### config.mk
export PLATFORM = sky130hd
export DESIGN_NAME = csel_decoder
export DESIGN_NICKNAME = d
export VERILOG_FILES = /design/src/rtl/csel_pkg.sv /design/src/rtl/csel_regs.sv /design/src/rtl/csel_bank_cmp.sv /design/src/rtl/csel_prio.sv /design/src/rtl/csel_decoder.sv
export SDC_FILE = /design/constraint.sdc
export NUM_CORES = 1
export LEC_CHECK = 0
export CELL_PAD_IN_SITES_DETAIL_PLACEMENT = 2
export CELL_PAD_IN_SITES_GLOBAL_PLACEMENT = 2
export CORE_MARGIN = 4
export CORE_UTILIZATION = 40
export DETAILED_ROUTE_END_ITERATION = 16
export HOLD_SLACK_MARGIN = 0.15
export PLACE_DENSITY_LB_ADDON = 0.1
export SLEW_MARGIN = 20
export SYNTH_ARGS = -nofsm -noshare
export SYNTH_HDL_FRONTEND = slang
export SYNTH_HIERARCHICAL = 1
export SYNTH_SLANG_ARGS = --single-unit
### constraint.sdc
create_clock -name clk -period 6.75 [get_ports clk]
set_clock_uncertainty 0.1 [all_clocks]
set_input_delay 2.025 -clock clk [delete_from_list [all_inputs] [get_ports clk]]
set_output_delay 2.025 -clock clk [all_outputs]
set_load 0.01 [all_outputs]
### src/rtl/csel_pkg.sv
package csel_pkg;
  localparam int WORD_W   = 32;
  localparam int ADDR_LSB = 8;
  localparam int AT_W     = 3;
  localparam int VLD_BIT  = 0;
  localparam int AT_LO    = 1;
  localparam int WP_BIT   = 4;
  localparam logic [AT_W-1:0] EXT_AT = 3'b100;

  // address hit under the option mask
  function automatic logic addr_hit(input logic [WORD_W-1:0] addr,
                                    input logic [WORD_W-1:0] base,
                                    input logic [WORD_W-1:0] opt);
    return ((addr[WORD_W-1:ADDR_LSB] ^ base[WORD_W-1:ADDR_LSB])
            & opt[WORD_W-1:ADDR_LSB]) == '0;
  endfunction

  // type hit under the type mask; zero mask always hits
  function automatic logic type_hit(input logic [AT_W-1:0]   at,
                                    input logic [WORD_W-1:0] base,
                                    input logic [WORD_W-1:0] opt);
    return ((at ^ base[AT_LO+AT_W-1:AT_LO]) & opt[AT_LO+AT_W-1:AT_LO]) == '0;
  endfunction
endpackage

### src/rtl/csel_regs.sv
module csel_regs
  import csel_pkg::*;
#(
  parameter int NBANK = 4,
  localparam int CAW  = $clog2(2*NBANK+1)
) (
  input  logic                          clk,
  input  logic                          rst_n,
  input  logic                          cfg_we,
  input  logic [CAW-1:0]                cfg_addr,
  input  logic [WORD_W-1:0]             cfg_wdata,
  input  logic [NBANK-1:0]              viol_set,
  output logic [NBANK-1:0][WORD_W-1:0]  base_o,
  output logic [NBANK-1:0][WORD_W-1:0]  opt_o,
  output logic [NBANK-1:0]              viol_o,
  output logic [NBANK-1:0]              clr_vec
);
  localparam int STAT_ADDR = 2*NBANK;

  assign clr_vec = (cfg_we && cfg_addr == CAW'(STAT_ADDR)) ? cfg_wdata[NBANK-1:0] : '0;

  for (genvar b = 0; b < NBANK; b++) begin : g_bank
    always_ff @(posedge clk or negedge rst_n) begin
      if (!rst_n) begin
        base_o[b] <= '0;
        opt_o[b]  <= '0;
      end else if (cfg_we) begin
        if (cfg_addr == CAW'(2*b))   base_o[b] <= cfg_wdata;
        if (cfg_addr == CAW'(2*b+1)) opt_o[b]  <= cfg_wdata;
      end
    end

    // a new violation beats a simultaneous clear
    always_ff @(posedge clk or negedge rst_n) begin
      if (!rst_n)           viol_o[b] <= 1'b0;
      else if (viol_set[b]) viol_o[b] <= 1'b1;
      else if (clr_vec[b])  viol_o[b] <= 1'b0;
    end
  end
endmodule

### src/rtl/csel_bank_cmp.sv
module csel_bank_cmp
  import csel_pkg::*;
#(
  parameter int NBANK = 4
) (
  input  logic [WORD_W-1:0]             addr_i,
  input  logic [AT_W-1:0]               at_eff,
  input  logic                          wr_i,
  input  logic [NBANK-1:0][WORD_W-1:0]  base_i,
  input  logic [NBANK-1:0][WORD_W-1:0]  opt_i,
  output logic [NBANK-1:0]              hit_vec,
  output logic [NBANK-1:0]              prot_vec,
  output logic [NBANK-1:0]              wp_vec
);
  for (genvar b = 0; b < NBANK; b++) begin : g_cmp
    logic raw_hit;
    logic unused_fields;
    assign unused_fields = ^{base_i[b][7:5], opt_i[b][7:4], opt_i[b][0]};
    assign raw_hit     = base_i[b][VLD_BIT]
                       && addr_hit(addr_i, base_i[b], opt_i[b])
                       && type_hit(at_eff, base_i[b], opt_i[b]);
    assign wp_vec[b]   = base_i[b][WP_BIT];
    assign prot_vec[b] = raw_hit && wr_i && wp_vec[b];
    assign hit_vec[b]  = raw_hit && !(wr_i && wp_vec[b]);
  end
endmodule

### src/rtl/csel_prio.sv
module csel_prio #(
  parameter int NBANK = 4,
  localparam int IDXW = (NBANK > 1) ? $clog2(NBANK) : 1
) (
  input  logic [NBANK-1:0] hit_vec,
  output logic [NBANK-1:0] onehot,
  output logic [IDXW-1:0]  idx,
  output logic             any
);
  // scan from the top so the lowest index is written last
  always_comb begin
    onehot = '0;
    idx    = '0;
    any    = 1'b0;
    for (int i = NBANK-1; i >= 0; i--) begin
      if (hit_vec[i]) begin
        onehot    = '0;
        onehot[i] = 1'b1;
        idx       = IDXW'(i);
        any       = 1'b1;
      end
    end
  end
endmodule

### src/rtl/csel_decoder.sv
module csel_decoder
  import csel_pkg::*;
#(
  parameter int NBANK = 4,
  localparam int IDXW = (NBANK > 1) ? $clog2(NBANK) : 1,
  localparam int CAW  = $clog2(2*NBANK+1)
) (
  input  logic              clk,
  input  logic              rst_n,
  input  logic              req_i,
  input  logic [31:0]       addr_i,
  input  logic [2:0]        at_i,
  input  logic              wr_i,
  input  logic              ext_mst_i,
  input  logic              cfg_we,
  input  logic [CAW-1:0]    cfg_addr,
  input  logic [31:0]       cfg_wdata,
  output logic [NBANK-1:0]  cs_o,
  output logic [IDXW-1:0]   bank_idx_o,
  output logic              match_o,
  output logic              ack_en_o,
  output logic [NBANK-1:0]  viol_o
);
  logic [NBANK-1:0][WORD_W-1:0] base_w, opt_w;
  logic [NBANK-1:0] hit_vec, prot_vec, wp_vec, onehot_w, viol_set_w, clr_vec;
  logic [IDXW-1:0]  idx_w;
  logic             any_w;
  logic [AT_W-1:0]  at_eff;
  logic             busy_q, decode_w, hold_w;

  assign at_eff     = ext_mst_i ? EXT_AT : at_i;
  assign decode_w   = req_i && !busy_q;
  assign hold_w     = req_i && busy_q;
  assign viol_set_w = decode_w ? prot_vec : '0;

  csel_regs #(.NBANK(NBANK)) u_regs (
    .clk(clk), .rst_n(rst_n), .cfg_we(cfg_we), .cfg_addr(cfg_addr),
    .cfg_wdata(cfg_wdata), .viol_set(viol_set_w), .base_o(base_w),
    .opt_o(opt_w), .viol_o(viol_o), .clr_vec(clr_vec)
  );

  csel_bank_cmp #(.NBANK(NBANK)) u_cmp (
    .addr_i(addr_i), .at_eff(at_eff), .wr_i(wr_i), .base_i(base_w),
    .opt_i(opt_w), .hit_vec(hit_vec), .prot_vec(prot_vec), .wp_vec(wp_vec)
  );

  csel_prio #(.NBANK(NBANK)) u_prio (
    .hit_vec(hit_vec), .onehot(onehot_w), .idx(idx_w), .any(any_w)
  );

  always_ff @(posedge clk or negedge rst_n) begin
    if (!rst_n) begin
      busy_q     <= 1'b0;
      cs_o       <= '0;
      bank_idx_o <= '0;
      match_o    <= 1'b0;
      ack_en_o   <= 1'b0;
    end else if (!req_i) begin
      busy_q     <= 1'b0;
      cs_o       <= '0;
      bank_idx_o <= '0;
      match_o    <= 1'b0;
      ack_en_o   <= 1'b0;
    end else if (decode_w) begin
      busy_q     <= 1'b1;
      cs_o       <= onehot_w;
      bank_idx_o <= idx_w;
      match_o    <= any_w;
      ack_en_o   <= any_w;
    end
  end
endmodule

# ---- Word level (Yosys, flattened, before mapping)
# Cells that the tools add are included.
dict set report word_totals {
  out_inout_bits 12
  register_bits 268
}
dict set report classes {
  eq_ne 9
  bitwise_logic 16
  mux 31
  reduce_logical 52
}
# op count
set op_table {}
lappend op_table {{AND 24 bit} 4}
lappend op_table {{logical NOT 24 bit} 4}
lappend op_table {{XOR 24 bit} 4}
lappend op_table {{2-to-1 mux 4 bit} 8}
lappend op_table {{logical AND 1 bit} 26}
lappend op_table {{== test 4 x 3 -> 1 bit, second input constant} 4}
lappend op_table {{2-to-1 mux 1 bit} 16}
lappend op_table {{AND reduction 2 bit} 8}
lappend op_table {{AND 3 bit} 4}
lappend op_table {{logical NOT 3 bit} 4}
lappend op_table {{2-to-1 mux 2 bit} 6}
lappend op_table {{XOR 3 bit} 4}
lappend op_table {{== test 4 x 2 -> 1 bit, second input constant} 2}
lappend op_table {{nonzero test 2 bit} 4}
lappend op_table {{logical NOT 1 bit} 5}
lappend op_table {{== test 4 x 1 -> 1 bit, second input constant} 1}
lappend op_table {{== test 4 bit, second input constant} 1}
lappend op_table {{logical NOT 4 bit} 1}
lappend op_table {{2-to-1 mux 3 bit} 1}
lappend op_table {{!= test 2 x 1 -> 1 bit, second input constant} 1}

# ---- Depth between registers and ports, before layout
dict set report depth {
  depth_word 12
  depth_mapped 10
  ltp_nobuf 10
}

# ---- Cells and area by module
# The synthesis kept the hierarchy.
# mod n_inst area_per_inst_um2 cells_each seq_area_each_um2
set by_module_without_submodules {}
lappend by_module_without_submodules {csel_regs 1 9912.0 578 6506.2}
lappend by_module_without_submodules {csel_bank_cmp 1 1701.6 196 0.0}
lappend by_module_without_submodules {csel_decoder 1 394.1 33 200.2}
lappend by_module_without_submodules {csel_prio 1 61.3 11 0.0}

# ---- Worst setup path before layout
# OpenSTA, ideal clock, no wires.
dict set report synth_path {
  kind {input-to-reg}
  from {input ext_mst_i}
  to {register cs_o[2]}
  required_ns 6.530
  cell_stages 10
  arrival_ns 3.902
  path_slack_ns 2.628
  path_cell_list {or2_2 > xor2_1 > a22o_1 > a221oi_2 > nand4_1 > nor4b_2 > nor2_1 > and2_1 > mux2i_1 > nor2b_1}
}
dict set report synth_between {
  word_cells_on_any_way 21
  classes_between {mux: 6; bitwise: 6; reduce/logical: 9}
}
# element line_no
set synth_rtl {}
lappend synth_rtl {{from (decl)} csel_decoder.sv:14} ;# input logic ext_mst_i,
lappend synth_rtl {{2-to-1 mux 3 bit} csel_decoder.sv:31} ;# assign at_eff = ext_mst_i ? EXT_AT : at_i;
lappend synth_rtl {{XOR 3 bit} csel_pkg.sv:22} ;# return ((at ^ base[AT_LO+AT_W-1:AT_LO]) & opt[AT_LO+AT_W-1:AT_LO]) == '0;
lappend synth_rtl {{AND 3 bit} csel_pkg.sv:22}
lappend synth_rtl {{logical NOT 3 bit} csel_pkg.sv:22}
lappend synth_rtl {{logical AND 1 bit} csel_bank_cmp.sv:21} ;# && type_hit(at_eff, base_i[b], opt_i[b]);
lappend synth_rtl {{logical AND 1 bit} csel_bank_cmp.sv:24} ;# assign hit_vec[b] = raw_hit && !(wr_i && wp_vec[b]);
lappend synth_rtl {{net hit_vec[0]} csel_decoder.sv:25} ;# logic [NBANK-1:0] hit_vec, prot_vec, wp_vec, onehot_w, viol_set_w, clr_vec;
lappend synth_rtl {{2-to-1 mux 4 bit} csel_prio.sv:16} ;# if (hit_vec[i]) begin
lappend synth_rtl {{net onehot_w[2]} csel_decoder.sv:25}
lappend synth_rtl {{2-to-1 mux 4 bit} csel_decoder.sv:64} ;# end else if (decode_w) begin
lappend synth_rtl {{2-to-1 mux 4 bit} csel_decoder.sv:58} ;# end else if (!req_i) begin
lappend synth_rtl {{to (signal assigned)} csel_decoder.sv:66} ;# cs_o <= onehot_w;
lappend synth_rtl {{to (decl)} csel_decoder.sv:18} ;# output logic [NBANK-1:0] cs_o,
# The timed path passes the listed nets, and every way through them passes these cells. The select of a mux whose other input is x is not followed.
# A chain may end at the register's enable or synchronous reset.

# ---- Final worst setup path
dict set report layout_path {
  from {input at_i[1]}
  to {register cs_o[2]}
}
dict set report layout_between {
  word_cells_on_any_way 21
  classes_between {mux: 6; bitwise: 6; reduce/logical: 9}
}
# element line_no
set layout_rtl {}
lappend layout_rtl {{from (decl)} csel_decoder.sv:12} ;# input logic [2:0] at_i,
lappend layout_rtl {{2-to-1 mux 3 bit} csel_decoder.sv:31}
lappend layout_rtl {{net at_eff[1]} csel_decoder.sv:28} ;# logic [AT_W-1:0] at_eff;
lappend layout_rtl {{XOR 3 bit} csel_pkg.sv:22}
lappend layout_rtl {{AND 3 bit} csel_pkg.sv:22}
lappend layout_rtl {{logical NOT 3 bit} csel_pkg.sv:22}
lappend layout_rtl {{logical AND 1 bit} csel_bank_cmp.sv:21}
lappend layout_rtl {{logical AND 1 bit} csel_bank_cmp.sv:24}
lappend layout_rtl {{net hit_vec[1]} csel_decoder.sv:25}
lappend layout_rtl {{2-to-1 mux 4 bit (2 in a row)} csel_prio.sv:16}
lappend layout_rtl {{net onehot_w[2]} csel_decoder.sv:25}
lappend layout_rtl {{2-to-1 mux 4 bit} csel_decoder.sv:64}
lappend layout_rtl {{2-to-1 mux 4 bit} csel_decoder.sv:58}
# The timed path passes the listed nets, and every way through them passes these cells. The select of a mux whose other input is x is not followed.

==> results.md <==
Status:
- The flow ran to the end, and the final reports show no timing, DRC or antenna violations.

STA:
- Setup repair after global routing left no endpoint under its margin.
- The number of hold violations in the final report was 0.
- For the pin with the worst max-slew slack, the measured transition is 1.09 ns.
- The achievable clock frequency is 0.195 GHz.
- The clock period minus worst slack is a little over 5 ns.
- The worst slew margin relative to its limit is a little over a quarter.
- The number of pins with negative max-slew slack in the final report came to 0.
- The aggregate negative setup slack is 0 ns.
- Setup violations remaining at the end of the flow were counted as 0.
- The final hold slack is roughly 0.40 ns.
- The share of the cycle needed by the critical path after routing is between 70% and 80%.

Drt:
- The vias after detailed routing is 6346.
- The mean number of vias per cell is 5.38.
- The detail route stage leaves a number of antenna-violating nets equal to 0.
- For this run, design rule violations remaining after detail routing come to 0.
- The count of TritonRoute iterations in the first routing pass is 4.
- For this block, the routed nets add up to 29600 um of wire.
- For this block, the initial DRC count from the detailed router was 308.
- After detailed routing, the average wire length per cell comes to between 20 and 30 um.

Finish:
- The number of filler cells placed in the layout is 2457.
- The count of antenna diodes in the layout is 0.
- The layout-stage area growth over the synthesis result is 18.4%.
- The net count of the finished layout is 900.
- The cell area after layout is 12800 um2.
- The fraction of layout cells with a size suffix above 1 is a little over a third.

Global routing:
- The total overflow reported by the global router is 0.
- The initial antenna violation count is 0.
- The global-route wire length before repair is 46300 um.
- The via count of the first global-routing pass is between 7000 and 8000.
- The overall global routing resource usage is 19.8%.
- Entering global routing, the biggest net connects 133 pins.

Clock tree:
- The root buffer cell is sky130_fd_sc_hd__clkbuf_16.
- The CTS clock-pin slew for the worst setup and hold paths is about 0.060 ns.
- The count of clock tree sinks is ~240.
- In this run, post-CTS repair resized a total of 0 instances.
- The maximum number of buffers from clock root to sink is 3.
- The CTS tree is done.
- In this run, post-CTS hold repair placed 0 buffers.
- The number of H-tree branching levels is 1.
- Counting the buffers created by CTS gives 28.
- The setup fix buffers added after clock tree synthesis is 0.
- The latest clock arrival within the worst-skew pair is 0.55 ns.

Yosys:
- The number of standard cells after synthesis is 746.
- Counting every net in the synthesized netlist gives 823.
- Yosys printed 6 warnings.
- Averaged over all synthesized cells, the footprint is 14.5 um2.
- The post-synthesis cell area is 10800 um2.

Floorplanning:
- The overall die width is 173 um.
- The floorplan has 59 rows.
- The core footprint is 26400 um2.
- 89 I/O pins were placed.
- The effective utilization at floorplan is 41.1%.
- The die is 173 um tall.
- The die covers 29800 um2.

Critical path:
- The peak per-stage delay on the critical path is between 0.6 and 0.7 ns.
- The element type at the critical path start is an input port.
- The cell type with the highest occurrence count on the critical path is sky130_fd_sc_hd__nor2b_1.
- The worst path required time is 7.08 ns.
- Walking the worst path, the cells encountered are clkdlybuf4s50_1 -> nor2b_1 -> xor2_1 -> a221oi_2 -> nand4_1 -> nor4b_2 -> nor2_1 -> and2_1 -> mux2i_1 -> nor2b_1.
- The reg-to-reg setup timing slack is ~3.7 ns.
- STA classifies the critical path endpoint as a register.
- The critical path start-end classification is input port to register.
- The arrival time of the worst setup path is 5.44 ns.
- The largest fanout on the critical path is 4.
- The number of buffers and inverters on the critical path is 1.
- Broken down by cell family, the worst path's largest delay share belongs to simple AND/OR/NAND/NOR gates.
- The slowest stage of the critical path belongs to the cell sky130_fd_sc_hd__nor2b_1.

Place:
- The number of port buffers is 77.
- The final RePlAce weighted congestion is 0.758.
- Detailed placement ended at an HPWL of 19900 um.
- In this run the cell area measured after placement is 11900 um2.

Pwr:
- The overall power after layout is between 4000 and 5000 uW.
- The leakage component of the power is 0.00572 uW.
- In this run the power density over the cells is roughly 340 nW/um2.
- The worst IR drop on VDD is 0.204 mV.

Run:
- The number of violations of the max-capacitance limit is 0.

Min path:
- The tightest min-delay check is of the register to register type.
state kept, by name (all words and copies together) (netlist names):
signal         flops
ack_en_o           1
bank_idx_o         2
busy_q             1
cs_o               4
u_regs/base_o    116
u_regs/opt_o     108
u_regs/viol_o      4
placed cells by master (no fill, tap or decap), drive strengths merged:
cell and instances:
or2 1, nor2 9, a31oi 4, xnor2 4, dfrtp 236, buf 8, clkdlybuf4s50 76, nor3 2
a21oi 1, nand3b 3, nand4 8, nand2 11, nor2b 10, nand2b 1, nor4b 4, a221oi 16
inv 10, clkinv 9, a22o 12, or3 1, bufinv 4, clkbuf 38, mux2 224, nor4 4
a22oi 24, xor2 104, and3 1, and2 5, mux2i 7, nor3b 3, o21ai 4, and4b 1
power breakdown:
group | switching, uW | internal [uW] | total (uW) | leakage, uW
clock | 605 | 962 | 1570 | 0.000482
combinational | 389 | 449 | 839 | 0.00232
sequential | 212 | 1730 | 1940 | 0.00291
total | 1210 | 3140 | 4350 | 0.00572
per-stage QoR:
step | setup WS (ns) | cells | util (%)
3_5_place_dp | 1.24 | 1128 | 45.1
6_report | 1.63 | 1180 | 48.7
4_1_cts | 1.71 | 1180 | 48.7
2_1_floorplan | 2.63 | 746 | -
5_1_grt | 1.63 | 1180 | 48.7
3_3_place_gp | 1.30 | 1128 | 45.1
per-layer routing:
metal  global-route usage (%)  part of all wire (%)
met5                        0                     0
met1                     26.8                    45
met3                     2.53                   2.7
met2                     34.8                    50
met4                     3.79                   2.0
worst register-to-register path: stages (launching register included):
cell	delay [ns]
sky130_fd_sc_hd__dfrtp_1	0.39
sky130_fd_sc_hd__xor2_1	0.16
sky130_fd_sc_hd__a22o_1	0.26
sky130_fd_sc_hd__a221oi_2	0.44
sky130_fd_sc_hd__nand4_1	0.44
sky130_fd_sc_hd__nor4b_2	0.63
sky130_fd_sc_hd__nor2_1	0.11
sky130_fd_sc_hd__and2_1	0.20
sky130_fd_sc_hd__mux2i_1	0.14
sky130_fd_sc_hd__nor2b_1	0.07
final timing paths:
kind / from / end / cells after the start
min in group asynchronous: rst_n / u_regs/base_o[88] / 1
worst min register to register: u_regs/opt_o[35] / u_regs/opt_o[35] / 1
worst max-delay path: at_i[1] / cs_o[2] / 10
worst max register to register: u_regs/base_o[41] / cs_o[2] / 9
max in group asynchronous: rst_n / u_regs/base_o[8] / 2
worst min-delay path: u_regs/opt_o[35] / u_regs/opt_o[35] / 1
final cells by class:
type	count	area [um2]	share of cell area, %
Clock buffer	38	778	6.06
Clock inverter	14	188	1.46
Inverter	9	33.8	0.263
Multi-Input combinational cell	464	4670	36.4
Sequential cell	236	5910	46.0
Tap cell	335	419	3.26
Timing Repair Buffer	84	841	6.55
(Power assumes the default switching activity.)
